### src/rtl/daisy_irq_chain.sv
module daisy_irq_chain #(
  parameter int NUM_CELLS = 4,
  parameter int VEC_W     = 8
) (
  input  logic                       clk,
  input  logic                       rst,
  input  logic [NUM_CELLS-1:0]       set_req,
  input  logic [NUM_CELLS*VEC_W-1:0] cell_vec,
  input  logic                       int_ack,
  output logic                       int_n,
  output logic [VEC_W-1:0]           vec_bus,
  output logic                       vec_valid,
  output logic                       chain_out
);

  logic [NUM_CELLS:0]   ack_rip;
  logic [NUM_CELLS-1:0] pend;
  logic [NUM_CELLS-1:0] grant;
  logic [NUM_CELLS-1:0] grant_q;
  logic                 ack_q;
  logic                 ack_fall;

  assign ack_rip[0] = int_ack;
  assign ack_fall   = ack_q & ~int_ack;

  genvar g;
  generate
    for (g = 0; g < NUM_CELLS; g++) begin : g_cell
      assign ack_rip[g+1] = ack_rip[g] & ~pend[g];
      assign grant[g]     = ack_rip[g] & ~ack_rip[g+1];

      always_ff @(posedge clk) begin
        if (rst)
          pend[g] <= 1'b0;
        else if (set_req[g])
          pend[g] <= 1'b1;
        else if (ack_fall && grant_q[g])
          pend[g] <= 1'b0;
      end
    end
  endgenerate

  always_ff @(posedge clk) begin
    if (rst) begin
      ack_q   <= 1'b0;
      grant_q <= '0;
    end else begin
      ack_q   <= int_ack;
      grant_q <= grant;
    end
  end

  assign int_n     = &(~pend);
  assign vec_valid = |grant;
  assign chain_out = ack_rip[NUM_CELLS];

  always_comb begin
    vec_bus = '0;
    for (int i = 0; i < NUM_CELLS; i++)
      vec_bus = vec_bus | (cell_vec[i*VEC_W +: VEC_W] & {VEC_W{grant[i]}});
  end

endmodule


### config.mk
export PLATFORM = sky130hd
export DESIGN_NAME = daisy_irq_chain
export DESIGN_NICKNAME = d
export VERILOG_FILES = /design/src/rtl/daisy_irq_chain.sv
export SDC_FILE = /design/constraint.sdc
export NUM_CORES = 1
export LEC_CHECK = 0
export ABC_AREA = 1
export ABC_CLOCK_PERIOD_IN_PS = 1350
export BUFFER_PORTS_ARGS = -buffer_cell sky130_fd_sc_hd__buf_2
export CAP_MARGIN = 20
export CORE_MARGIN = 4
export CORE_UTILIZATION = 30
export CTS_BUF_LIST = sky130_fd_sc_hd__clkbuf_4
export CTS_CLUSTER_SIZE = 24
export DETAILED_ROUTE_END_ITERATION = 7
export SETUP_SLACK_MARGIN = 0.15
export SYNTH_ARGS = -nofsm -noshare
export SYNTH_HDL_FRONTEND = slang
export SYNTH_SLANG_ARGS = --single-unit
### constraint.sdc
create_clock -name clk -period 1.35 [get_ports clk]
set_input_delay 0.27 -clock clk [delete_from_list [all_inputs] [get_ports clk]]
set_output_delay 0.27 -clock clk [all_outputs]
set_load 0.01 [all_outputs]
==> flow_metrics.env, run 1 <==
export IMPL_path_buf_inv=2
export IMPL_wl_um=2350
export IMPL_crit_path_start_kind="register"
export IMPL_timing_final_crit_share_pct=109
export IMPL_gp_congestion=0.761
export IMPL_internal_power_uw=578
export IMPL_path_delay_family="flip-flops"
export IMPL_max_slew_margin_pct=84.8
export IMPL_skew_ns=0.000390
export IMPL_drc=0
export IMPL_synth_area_per_cell_um2=6.81
export IMPL_outcome="finished, violations left"
export IMPL_via_per_inst=4.86
export IMPL_dpl_cell_area_mm2=0.00101
export IMPL_start_util_pct=31.7
export IMPL_synth_area_um2=708
export IMPL_p_per_area_mw_per_mm2=703
export IMPL_p_switching_uw=258
export IMPL_syn_to_final_growth_pct=67.8
export IMPL_comb_power_share_pct=37.7
export IMPL_critPathMaxFanout=4
export IMPL_die_area_mm2=0.00320
export IMPL_grt_max_degree=23
export IMPL_clock_sinks=9
export IMPL_nets=204
export IMPL_p_clk_share_pct=26.4
export IMPL_wl_per_cell_um=12.3
export IMPL_setup_viol=11
export IMPL_first_global_vias=905
export IMPL_crit_required_ns=1.08
export IMPL_yosys_cell_types_count=19
export IMPL_io_buffers=49
export IMPL_ys_ff_latch=9
export IMPL_clk_transition_reported_paths_ns=0.06
export IMPL_synth_cells=104
export IMPL_die_h_um=56.6
export IMPL_vias=933
export IMPL_fp_dieW_um=56.6
export IMPL_root_buffer="clkbuf_4"
export IMPL_h_tree_depth=1
export IMPL_insertion_delay_ns=0.25
export IMPL_core_area_mm2=0.00223
export IMPL_overflow=0
export IMPL_fin_area_mm2=0.00119
export IMPL_antenna_found_initial=0
export IMPL_finalPower_uw=836
export IMPL_maxCapViolCount=0
export IMPL_hold_viol=0
export IMPL_slowest_stage="dfxtp_4"
export IMPL_syn_nets=143
export IMPL_grt_util_all_layers_pct=14.8
export IMPL_slew_violations=0
export IMPL_num_antenna_cells=0
export IMPL_crit_path_cell_trace="buf_6, nor3_4, nand2_1, nor2_1, buf_2"
export IMPL_antenna_left=0
export IMPL_drt_first_pass_iters=4
export IMPL_path_class="reg2out"
export IMPL_clock_path_buffers=2
export IMPL_tightest_slew_ns=0.226
export IMPL_cts_tree="yes"
export IMPL_ys_seq_area_share_pct=25.4
export IMPL_seqPwrFrac_pct=35.8
export IMPL_period_minus_slack_ns=1.47
export IMPL_pre_cts_ws_ns=-0.0231
export IMPL_arrival_ns=1.20
export IMPL_rsz0062_at_grt="true"
export IMPL_num_rows=17
export IMPL_critPathCaptureType="output pin"
export IMPL_cts_made_buffers=3
export IMPL_irDropWorstVdd_mv=0.549
export IMPL_p_leak_nw=0.635
export IMPL_timing_hold_ws_ns=0.218
export IMPL_io_pins=50
export IMPL_crit_path_max_incr_delay_ns=0.37
export IMPL_yosys_warnings=0
export IMPL_drt_iter0_markers=25
export IMPL_hold_path_class="in2reg"
export IMPL_fin_ws_ns=-0.116
export IMPL_holdBufCountCts=0
export IMPL_grt_first_pass_wirelength_um=3800
export IMPL_drive_above_1_share_pct=53.0
export IMPL_dp_final_hpwl_um=1770
export IMPL_utilization_pct=53.2
export IMPL_violations="setup timing"
export IMPL_fmax_mhz=682
export IMPL_swShare_pct=30.9
==> cells in the mapped netlist <==
cell | number | area share (%)
inv_2 | 3 | 1.6
dfxtp_1 | 9 | 25
nand4_1 | 23 | 20
inv_1 | 10 | 5.3
a21oi_1 | 4 | 2.8
nor2_4 | 2 | 3.2
nand3_1 | 4 | 2.8
buf_6 | 1 | 1.6
nor2_1 | 9 | 4.8
nand2_2 | 1 | 0.88
a31oi_1 | 1 | 0.88
nand4_2 | 1 | 1.8
clkbuf_1 | 1 | 0.53
buf_2 | 5 | 3.5
nand3_2 | 8 | 11
and3_1 | 1 | 0.88
nor4_1 | 1 | 0.88
nor3_2 | 1 | 1.4
nand2_1 | 19 | 10
==> layout make-up <==
type	count	area (µm²)
multi-input combinational	76	457
timing repair buffer	62	424
tap	28	35.0
sequential	9	191
inverter	13	51.3
fill	235	1040
clock buffer	4	30.0
==> cells by family after synthesis <==
| family | after synthesis | share of synthesized area (%) |
|---|---|---|
| AOI/OAI and AO/OA | 5 | 3.71 |
| buffers and inverters | 20 | 12.5 |
| DFF | 9 | 25.4 |
| and+or+nand+nor | 70 | 58.3 |
==> layer usage <==
| layer | vias up | track usage, % | routed length [µm] |
|---|---|---|---|
| li1 | 483 | - | - |
| met1 | 412 | 18.4 | 982 |
| met2 | 30 | 23.8 | 1160 |
| met3 | 8 | 4.37 | 130 |
| met4 | 0 | 5.42 | 84 |
| met5 | - | 0 | 0 |
==> layout by cell type, fill, tap and decap left out <==
cell      netlist  routed
nor4_1          1       1
and3_1          1       1
nand2_2         1       1
dfxtp_1         9       6
nand3_1         4       4
nor2_1          9       9
buf_4           0       7
nor3_4          0       1
nor2_4          2       3
clkbuf_4        0       4
a21oi_1         4       4
nand4_1        23      23
nand4_2         1       1
inv_4           0       1
nand3_2         8       8
buf_2           5      41
inv_1          10       9
nand2_1        19      19
buf_6           1      13
dfxtp_4         0       3
buf_12          0       1
inv_2           3       3
a31oi_1         1       1
==> power by group through the flow <==
stage,Clock (mW),Sequential (mW),Combinational [mW]
final,0.221,0.300,0.315
after global routing,0.253,0.301,0.344
after CTS,0.230,0.298,0.311
after detailed placement,0,0.303,0.247
after global placement,0,0.303,0.246
after floorplan,0,0.298,0.136
==> repair_timing <==
item,CTS,global route
cloned,1,0
gates resized for setup,21,2
pin swaps,6,7
setup buffers,5,1
setup endpoints to repair,11,11
==> path summary, 6_finish.rpt <==
check / start / to / slack (ns) / cells past startpoint
max reg2reg: pend[0]$_SDFFE_PP0P_ / grant_q[3]$_SDFF_PP0_ / 0.29 / 6
min reg2reg: grant_q[0]$_SDFF_PP0_ / pend[0]$_SDFFE_PP0P_ / 0.52 / 3
max: pend[0]$_SDFFE_PP0P_ / chain_out / -0.12 / 5
min: set_req[2] / pend[2]$_SDFFE_PP0P_ / 0.22 / 3
==> state kept, by name, summed over array words and instances (netlist names) <==
| register | cells |
|---|---|
| pend | 4 |
| grant_q | 4 |
| ack_q | 1 |
==> per-stage QoR <==
stage / std cells / setup TNS, ns
2_1_floorplan: 104 / 0
3_3_place_gp: 181 / -0.0144
3_5_place_dp: 181 / -0.114
4_1_cts: 191 / -0.986
5_1_grt: 192 / -1.75
6_report: 192 / -0.934
==> worst reg2reg max path: cells and delay by family, from the launching register on <==
family / cells / cell delay, ns
buf+inv: 3 / 0.35
simple gates: 3 / 0.29
flops: 1 / 0.37
No activity file was read; power rests on OpenSTA's default activity.
==> run 2: changes to the inputs <==
--- a/config.mk
+++ b/config.mk
@@ -15,6 +15,7 @@
 export CTS_CLUSTER_SIZE = 24
 export DETAILED_ROUTE_END_ITERATION = 7
 export SETUP_SLACK_MARGIN = 0.15
+export SKIP_LAST_GASP = 1
 export SYNTH_ARGS = -nofsm -noshare
 export SYNTH_HDL_FRONTEND = slang
 export SYNTH_SLANG_ARGS = --single-unit
==> run 2 against run 1 <==
  * The flow still finishes with violations (setup timing)
  * Maximum frequency shrank 3.5%
  * Combinational power shrank 4%
  * Register-to-register slack gained 0.09 ns
  * Total power shrank 1.1%
==> flow_metrics.env, run 2 (synthesized netlist as in run 1, its figures left out) <==
export IMPL_outcome="finished, violations left"
export IMPL_violations="setup timing"
export IMPL_holdPathStages=3
export IMPL_start_util_pct=31.7
export IMPL_top_regs="grant_q (4), pend (4), ack_q (1)"
export IMPL_die_area_mm2=0.00320
export IMPL_num_antenna_cells=0
export IMPL_dp_final_hpwl_um=1770
export IMPL_dp_cells=181
export IMPL_die_h_um=56.6
export IMPL_fin_area_mm2=0.00116
export IMPL_holdBufCountCts=0
export IMPL_drt_first_pass_iters=4
export IMPL_finalPower_uw=827
export IMPL_syn_to_final_growth_pct=64.1
export IMPL_clk_transition_reported_paths_ns=0.06
export IMPL_h_tree_depth=1
export IMPL_timing_final_crit_share_pct=113
export IMPL_num_rows=17
export IMPL_hold_start="set_req[2]"
export IMPL_cts_made_buffers=3
export IMPL_slew_violations=0
export IMPL_fin_ws_ns=-0.170
export IMPL_grt_util_all_layers_pct=15.1
export IMPL_rsz0062_at_grt="true"
export IMPL_crit_required_ns=1.08
export IMPL_nets=203
export IMPL_maxCapViolCount=0
export IMPL_grt_max_degree=23
export IMPL_core_area_mm2=0.00223
export IMPL_antenna_left=0
export IMPL_insertion_delay_ns=0.26
export IMPL_arrival_ns=1.25
export IMPL_antenna_found_initial=0
export IMPL_drt_iter0_markers=20
export IMPL_crit_path_start_kind="register"
export IMPL_setup_viol=11
export IMPL_drc=0
export IMPL_r2r_setup_slack_ns=0.38
export IMPL_root_buffer="clkbuf_4"
export IMPL_fmax_mhz=658
export IMPL_gp_congestion=0.761
export IMPL_first_global_vias=889
export IMPL_r2r_end="grant_q[2]$_SDFF_PP0_"
export IMPL_wl_per_cell_um=12.5
export IMPL_irDropWorstVdd_mv=0.579
export IMPL_p_per_area_mw_per_mm2=711
export IMPL_wl_um=2390
export IMPL_drive_above_1_share_pct=53.4
export IMPL_clock_sinks=9
export IMPL_fin_cells=191
export IMPL_utilization_pct=52.0
export IMPL_p_leak_nw=0.629
export IMPL_via_per_inst=4.93
export IMPL_clock_path_buffers=2
export IMPL_mostFrequentLayoutCells="buf_2 (45), nand4_1 (23), nand2_1 (19)"
export IMPL_io_pins=50
export IMPL_final_common_cell="buf_2"
export IMPL_path_class="reg2out"
export IMPL_cts_tree="yes"
export IMPL_max_slew_margin_pct=84.7
export IMPL_min_to="pend[2]$_SDFFE_PP0P_"
export IMPL_overflow=0
export IMPL_timing_hold_ws_ns=0.218
export IMPL_critPathMaxFanout=8
export IMPL_hold_path_class="in2reg"
export IMPL_period_minus_slack_ns=1.52
export IMPL_skew_ns=0.00352
export IMPL_dpl_cell_area_mm2=0.00101
export IMPL_reg2reg_depth=5
export IMPL_critPathCaptureType="output pin"
export IMPL_tightest_slew_ns=0.227
export IMPL_io_buffers=49
export IMPL_fp_dieW_um=56.6
export IMPL_vias=942
export IMPL_grt_first_pass_wirelength_um=3840
export IMPL_hold_viol=0
export IMPL_timing_rr_start="pend[1]$_SDFFE_PP0P_"
run 2: cell count changes in the layout (fill, tap and decap cells not counted), sizes merged:
cell | previous run | this run
buf | 62 | 61
run 2: layout make-up:
| type | instances | area [µm²] |
|---|---|---|
| clock buffer | 4 | 30.0 |
| fill | 230 | 1070 |
| multi-input combinational | 76 | 462 |
| tap | 28 | 35.0 |
| sequential | 9 | 191 |
| timing repair buffer | 61 | 388 |
| inverter | 13 | 56.3 |
run 2: per-layer routing:
metal  vias to the layer above  GRT usage [%]  routed length (µm)
met5                         -              0                   0
met4                         0           6.44                  89
met3                        10           4.83                 134
met2                        34           24.3                1180
met1                       412           18.3                 988
li1                        486              -                   -
run 2: per-stage QoR:
stage	worst slack [ns]	TNS [ns]
after global routing	-0.199	-1.80
after global placement	-0.00482	-0.0144
after floorplan	0.154	0
final	-0.170	-1.14
after CTS	-0.121	-1.06
after detailed placement	-0.0231	-0.114
run 2: repair_timing:
action / in CTS / in global routing
gates resized for setup: 16 / 6
setup endpoints to repair: 11 / 11
buffers inserted: 5 / 0
pin swaps: 6 / 5
cloned: 1 / 0
run 2: critical path, stage by stage, from the launching register on:
cell and delay, ns:
dfxtp_4 0.36, nor2_4 0.13, buf_6 0.14, nand4_1 0.13, nand3_2 0.13, buf_6 0.10
run 2: power by group:
group | leakage [nW] | switching [mW] | internal (mW)
Combinational | 0.535 | 0.148 | 0.152
Sequential | 0.0759 | 0.0224 | 0.278
Clock | 0.0184 | 0.0917 | 0.134
run 2: how the worst max path moves through the flow:
stage | start | to | cells past startpoint
6_report | pend[1]$_SDFFE_PP0P_ | vec_bus[6] | 5
3_5_place_dp | pend[2]$_SDFFE_PP0P_ | vec_bus[4] | 4
5_1_grt | pend[1]$_SDFFE_PP0P_ | vec_bus[6] | 5
3_3_place_gp | pend[2]$_SDFFE_PP0P_ | vec_bus[7] | 4
2_1_floorplan | pend[1]$_SDFFE_PP0P_ | int_n | 2
4_1_cts | pend[0]$_SDFFE_PP0P_ | vec_bus[5] | 5
